`src/rtl/adcdmx_pkg.sv`:
```
package adcdmx_pkg;

    typedef enum logic {
        ST_HUNT = 1'b0,
        ST_LOCK = 1'b1
    } align_state_e;

    // Effective channel count: below 1 becomes 1, above max becomes max.
    function automatic int clamp_count(int raw, int max_ch);
        if (raw < 1) begin
            return 1;
        end
        if (raw > max_ch) begin
            return max_ch;
        end
        return raw;
    endfunction

    // Ascending channel index with wrap at the effective count.
    function automatic int next_index(int cur, int n);
        return (cur + 1 >= n) ? 0 : cur + 1;
    endfunction

endpackage

```
`src/rtl/adcdmx_edge.sv`:
```
module adcdmx_edge (
    input  logic clk,
    input  logic rst,
    input  logic conv_clk,
    output logic rd_act
);
    logic conv_q;
    logic fall;

    assign fall = conv_q & ~conv_clk;

    always_ff @(posedge clk) begin
        if (rst) begin
            conv_q <= 1'b0;
            rd_act <= 1'b0;
        end else begin
            conv_q <= conv_clk;
            rd_act <= fall;
        end
    end


    read_one_cycle_chk: assert property (@(posedge clk) disable iff (rst)
        rd_act |=> !rd_act);


    read_after_fall_chk: assert property (@(posedge clk) disable iff (rst)
        rd_act |-> !conv_q);

endmodule

```
`src/rtl/adcdmx_capture.sv`:
```
module adcdmx_capture #(
    parameter int DATA_W = 10
) (
    input  logic              clk,
    input  logic              rst,
    input  logic              take,
    input  logic [DATA_W-1:0] bus_in,
    input  logic              sync_n_in,
    output logic              cap_vld,
    output logic [DATA_W-1:0] cap_data,
    output logic              cap_sync_n
);
    always_ff @(posedge clk) begin
        if (rst) begin
            cap_vld    <= 1'b0;
            cap_data   <= '0;
            cap_sync_n <= 1'b1;
        end else begin
            cap_vld <= take;
            if (take) begin
                cap_data   <= bus_in;
                cap_sync_n <= sync_n_in;
            end
        end
    end

endmodule

```
`src/rtl/adcdmx_tagger.sv`:
```
module adcdmx_tagger
    import adcdmx_pkg::*;
#(
    parameter  int DATA_W = 10,
    parameter  int MAX_CH = 4,
    localparam int CHW    = (MAX_CH > 1) ? $clog2(MAX_CH) : 1,
    localparam int CFG_W  = $clog2(MAX_CH + 1)
) (
    input  logic              clk,
    input  logic              rst,
    input  logic [CFG_W-1:0]  cfg_count,
    input  logic              in_vld,
    input  logic [DATA_W-1:0] in_data,
    input  logic              in_sync_n,
    output logic [DATA_W-1:0] out_data,
    output logic [CHW-1:0]    out_chan,
    output logic              out_valid,
    output logic              align_err
);
    typedef struct packed {
        logic [DATA_W-1:0] data;
        logic [CHW-1:0]    chan;
        logic              valid;
    } tag_word_t;

    logic [CFG_W-1:0] n_eff;
    logic             single;
    align_state_e     state, nxt_state;
    logic [CHW-1:0]   cnt, nxt_cnt;
    logic             accept, err_set;
    logic [CHW-1:0]   tag;
    tag_word_t        word_q;

    always_comb begin
        n_eff  = CFG_W'(clamp_count(int'(cfg_count), MAX_CH));
        single = (n_eff == CFG_W'(1));
    end

    always_comb begin
        accept    = 1'b0;
        err_set   = 1'b0;
        tag       = '0;
        nxt_state = state;
        nxt_cnt   = cnt;
        if (in_vld) begin
            if (single) begin
                accept  = 1'b1;
                nxt_cnt = '0;
            end else if (state == ST_HUNT) begin
                if (!in_sync_n) begin
                    accept    = 1'b1;
                    nxt_state = ST_LOCK;
                    nxt_cnt   = CHW'(next_index(0, int'(n_eff)));
                end
            end else if ((cnt == '0) == in_sync_n) begin
                // marker missing at channel 0, or present elsewhere
                err_set   = 1'b1;
                nxt_state = ST_HUNT;
                nxt_cnt   = '0;
            end else begin
                accept  = 1'b1;
                tag     = cnt;
                nxt_cnt = CHW'(next_index(int'(cnt), int'(n_eff)));
            end
        end
    end

    always_ff @(posedge clk) begin
        if (rst) begin
            state     <= ST_HUNT;
            cnt       <= '0;
            word_q    <= '0;
            align_err <= 1'b0;
        end else begin
            state        <= nxt_state;
            cnt          <= nxt_cnt;
            word_q.valid <= accept;
            if (accept) begin
                word_q.data <= in_data;
                word_q.chan <= tag;
            end
            if (err_set) begin
                align_err <= 1'b1;
            end
        end
    end

    assign out_data  = word_q.data;
    assign out_chan  = word_q.chan;
    assign out_valid = word_q.valid;


    valid_pulse_chk: assert property (@(posedge clk) disable iff (rst)
        out_valid |=> !out_valid);


    single_chan_zero_chk: assert property (@(posedge clk) disable iff (rst)
        (out_valid && single) |-> (out_chan == '0));


    hunt_discard_chk: assert property (@(posedge clk) disable iff (rst)
        (in_vld && !single && state == ST_HUNT && in_sync_n) |=> !out_valid);


    chan_range_chk: assert property (@(posedge clk) disable iff (rst)
        out_valid |-> (CFG_W'(out_chan) < n_eff));


    early_sync_chk: assert property (@(posedge clk) disable iff (rst)
        (in_vld && !single && state == ST_LOCK && cnt != '0 && !in_sync_n)
            |=> (align_err && !out_valid));


    missing_sync_chk: assert property (@(posedge clk) disable iff (rst)
        (in_vld && !single && state == ST_LOCK && cnt == '0 && in_sync_n)
            |=> (align_err && !out_valid));


    err_sticky_chk: assert property (@(posedge clk) disable iff (rst)
        align_err |=> align_err);

endmodule

```
`src/rtl/adc_chan_demux.sv`:
```
module adc_chan_demux #(
    parameter  int DATA_W = 10,
    parameter  int MAX_CH = 4,
    localparam int CHW    = (MAX_CH > 1) ? $clog2(MAX_CH) : 1,
    localparam int CFG_W  = $clog2(MAX_CH + 1)
) (
    input  logic              clk,
    input  logic              rst,
    input  logic              conv_clk,
    input  logic [DATA_W-1:0] adc_bus,
    input  logic              frame_sync_n,
    input  logic [CFG_W-1:0]  chan_count,
    output logic              chip_sel_a_n,
    output logic              chip_sel_b_n,
    output logic              read_en_n,
    output logic [DATA_W-1:0] smp_data,
    output logic [CHW-1:0]    smp_chan,
    output logic              smp_valid,
    output logic              align_err
);
    logic              rd_act;
    logic              cap_vld;
    logic [DATA_W-1:0] cap_data;
    logic              cap_sync_n;

    adcdmx_edge u_edge (
        .clk      (clk),
        .rst      (rst),
        .conv_clk (conv_clk),
        .rd_act   (rd_act)
    );

    assign chip_sel_a_n = ~rd_act;
    assign chip_sel_b_n = ~rd_act;
    assign read_en_n    = ~rd_act;

    adcdmx_capture #(.DATA_W(DATA_W)) u_capture (
        .clk        (clk),
        .rst        (rst),
        .take       (rd_act),
        .bus_in     (adc_bus),
        .sync_n_in  (frame_sync_n),
        .cap_vld    (cap_vld),
        .cap_data   (cap_data),
        .cap_sync_n (cap_sync_n)
    );

    adcdmx_tagger #(.DATA_W(DATA_W), .MAX_CH(MAX_CH)) u_tagger (
        .clk       (clk),
        .rst       (rst),
        .cfg_count (chan_count),
        .in_vld    (cap_vld),
        .in_data   (cap_data),
        .in_sync_n (cap_sync_n),
        .out_data  (smp_data),
        .out_chan  (smp_chan),
        .out_valid (smp_valid),
        .align_err (align_err)
    );


    read_to_sample_chk: assert property (@(posedge clk) disable iff (rst)
        smp_valid |-> $past(!read_en_n, 2));

endmodule

```
`config.mk`:
```
export PLATFORM = sky130hd
export DESIGN_NAME = adc_chan_demux
export DESIGN_NICKNAME = d
export VERILOG_FILES = /design/src/rtl/adcdmx_pkg.sv /design/src/rtl/adcdmx_edge.sv /design/src/rtl/adcdmx_capture.sv /design/src/rtl/adcdmx_tagger.sv /design/src/rtl/adc_chan_demux.sv
export SDC_FILE = /design/constraint.sdc
export NUM_CORES = 1
export LEC_CHECK = 0
export BUFFER_PORTS_ARGS = -buffer_cell sky130_fd_sc_hd__buf_2
export CAP_MARGIN = 40
export CORE_ASPECT_RATIO = 0.7
export CORE_MARGIN = 4
export CORE_UTILIZATION = 47
export CTS_CLUSTER_SIZE = 16
export DETAILED_ROUTE_END_ITERATION = 12
export PLACE_DENSITY = 0.73
export SETUP_SLACK_MARGIN = 0.02
export SLEW_MARGIN = 10
export SYNTH_ARGS = -nofsm -noshare
export SYNTH_HDL_FRONTEND = slang
export SYNTH_HIERARCHICAL = 1
export SYNTH_SLANG_ARGS = --single-unit
export TNS_END_PERCENT = 5
```
`constraint.sdc`:
```
create_clock -name clk -period 1.65 [get_ports clk]
set_input_delay 0.2475 -clock clk [delete_from_list [all_inputs] [get_ports clk]]
set_output_delay 0.2475 -clock clk [all_outputs]
set_load 0.02 [all_outputs]
```
==> impl_metrics.yaml <==
drt:
  drtPass1Iterations: 4
  detail_route.wirelength_um: 2780
  avgViaCountPerCell: 5.00
  drc_violation_total_after_the_first_tritonroute_iteration: 56
  ant_nets: 0
  routed_wire_length_per_instance_um: 12.9
  remaining_drc_errors: 0
  num_vias: 1080
layout:
  final_cell_area_mm2: 0.00178
  antenna_cells: 0
  syn_to_final_growth_pct: 25.0
  fillers: 248
  final_nets: 201
  final_cell_mix: "33 x sky130_fd_sc_hd__buf_2, 30 x sky130_fd_sc_hd__dfxtp_1, 22 x sky130_fd_sc_hd__nand2b_1"
  layout.cells.most_common: "sky130_fd_sc_hd__buf_2"
  multiInputGateArea_um2: 734
  layout-drive-gt1-share_pct: 32.2
  seq_area_um2: 622
global_route:
  grt_first_pass_wirelength_um: 4460
  largest_net_degree_at_the_start_of_global_routing: 26
  antenna_violations_before_repair: 0
  grt.overflow.total: 0
  grt_pass1_vias: 1036
  globalRouteTotalUtil_pct: 15.0
setup_path:
  setup.worst_path.end_class: "flip-flop"
  start_kind: "flip-flop"
  crit_chain: "inv_2 -> ha_4 -> ha_1 -> o21ai_1 -> o2111ai_2 -> buf_4 -> o22ai_1"
  critPathMaxStageDelay_ns: 0.34
  largest_fanout_of_any_net_on_the_critical_path: 3
  criticalPathCategory: "flip-flop to flip-flop"
  worst-endpoint-arrival_ns: 1.79
  critical-path-slowest-cell: "sky130_fd_sc_hd__dfxtp_1"
  timing.reg2reg.worst_path_depth: 7
  cp.required_ns: 1.85
job:
  max_cap_viol_count: 0
synth:
  yosys-top-cells-area: "sky130_fd_sc_hd__dfxtp_1 44%, sky130_fd_sc_hd__mux2i_1 14%, sky130_fd_sc_hd__nand2b_1 9.6%"
  post-synth-top-area-fraction_pct: 43.5
  synthDominantAreaCellType: "sky130_fd_sc_hd__dfxtp_1"
  yosysWarningCount: 6
  syn_inst: 141
  number_of_flops_mapped_to_enable_cells_by_yosys: 0
  netlist_area_mm2: 0.00143
  ys_async_sr_fraction_pct: 0
  synth_area_per_cell_um2: 10.1
  dominantRegCellSynth: "sky130_fd_sc_hd__dfxtp_1"
  synth_nets: 163
  synth-seq-cells: 31
  ys_types: 34
  synth.yosys.seq_area_share_pct: 43.5
cts:
  numCtsBuffers: 5
  clock_tree.buffer_depth: 2
  clock_insertion_delay_worst_skew_ns: 0.28
  htree_num_levels: 2
  reg_clk_slew_reported_paths_ns: 0.06
  cts_tree: "built"
  cts_root_buf: "sky130_fd_sc_hd__clkbuf_8"
  numClockSinks: 31
placed_design:
  detailed_place.area_mm2: 0.00162
  placer_congestion_estimate: 0.896
  buffers_added_on_ports: 33
  post-dp-hpwl_um: 2070
sta:
  tns_ns: 0
  hold_violations: 0
  fmax_mhz: 631
  worst_max_slew_pin_slew_ns: 0.390
  hold_ws_ns: 0.136
  worst_rel_slew_slack_pct: 73.8
  report.final.setup_viol: 0
  grt_setup_unrepaired: "true"
  final.period_utilization_pct: 96.0
  finalWorstPathRequiredPeriod_ns: 1.58
  final.setup_skew_ns: 0.00480
  final_count_of_pins_violating_max_slew: 0
worst_hold_path:
  timing.hold.worst.class: "input port to flip-flop"
  hold-path-cell-count: 2
pwr:
  peakVddDrop_mv: 0.540
  power_density_mw_per_mm2: 909
  total_power_mw: 1.62
  leakage_power_nw: 0.726
outcome:
  status: "complete, no violations"
floorplanning:
  initial_utilization_pct: 50.2
  placement_rows: 16
  width_of_the_die_um: 73.8
  boundaryPins: 34
  core_area_mm2: 0.00284
  die_area_mm2: 0.00399
  die-height_um: 54.1
[cells in the mapped netlist (all sizes together) (2+ instances only)]
library cell  instances
nor2b                 4
dfxtp                31
o32ai                 2
o21a                  2
buf                   7
inv                   9
nand2                 4
nor3b                 2
clkbuf                2
nor2                 12
nand2b               22
mux2i                20
o21ai                 2
ha                    5
[state kept, by name, summed over array words and instances (netlist names), 2 cells and up]
signal              flops
u_capture/cap_data     10
u_tagger/out_data      10
u_tagger/out_chan       2
u_tagger/cnt            2
[per-stage QoR]
stage / util (%) / setup WS (ns) / instances
global route: 62.7 / -0.0109 / 216
CTS: 62.2 / 0.0222 / 216
global placement: 57.0 / 0.0823 / 206
detailed placement: 57.0 / 0.0176 / 206
finish: 62.7 / 0.0653 / 216
floorplan: - / 0.0812 / 141
[path summary, 6_finish.rpt]
| kind | from | endpoint | slack (ns) |
|---|---|---|---|
| worst max-delay path | u_tagger/cnt[0] | u_tagger/cnt[1] | 0.07 |
| worst min-delay path | conv_clk | u_edge/rd_act | 0.14 |
| worst max register to register | u_tagger/cnt[0] | u_tagger/cnt[1] | 0.07 |
| worst min register to register | u_edge/conv_q | u_edge/rd_act | 0.47 |
[cells by family (layout without fill, tap and decap cells)]
family | count (synthesis) | count (layout) | share of synthesized area, %
AND/OR/NAND/NOR | 49 | 49 | 19.8
flip-flops | 31 | 31 | 43.5
multiplexers | 21 | 21 | 14.8
buffers and inverters | 18 | 57 | 7.02
AO/OA/AOI/OAI | 16 | 16 | 9.83
adder cells (fa/ha/maj) | 5 | 5 | 4.39
XOR/XNOR | 1 | 1 | 0.614
[what timing repair did]
item                       CTS  global route
hold buffers                 0             0
pin swaps                    4             1
buffers inserted             2             0
setup endpoints to repair    1             2
resized for setup            5             2
[report_power, final]
part	leakage [nW]	switching [mW]	internal, mW
combinational	0.414	0.0447	0.0422
clock	0.0612	0.282	0.488
sequential	0.251	0.00579	0.757
total	0.726	0.333	1.29
[final cells by class]
| cell class | count | area share [%] |
|---|---|---|
| Timing Repair Buffer | 40 | 12.9 |
| Clock buffer | 6 | 4.63 |
| Multi-Input combinational cell | 92 | 41.2 |
| Sequential cell | 31 | 34.9 |
| Inverter | 9 | 1.89 |
| Tap cell | 36 | 2.53 |
| Clock inverter | 2 | 1.96 |
[routing by layer]
metal / vias up / global-route usage [%] / wire [um]
met5: - / 0 / 0
met4: 0 / 7.23 / 32
met3: 4 / 5.22 / 145
met2: 23 / 24.0 / 1280
met1: 502 / 18.3 / 1320
li1: 551 / - / -
[worst max-delay path: cells and delay by family, from the launching register on]
family,cells,cell delay (ns)
fa+ha+maj,2,0.48
compound gates,3,0.46
flops,1,0.34
buf+inv,2,0.23
Power figures use the tool's default switching activity.
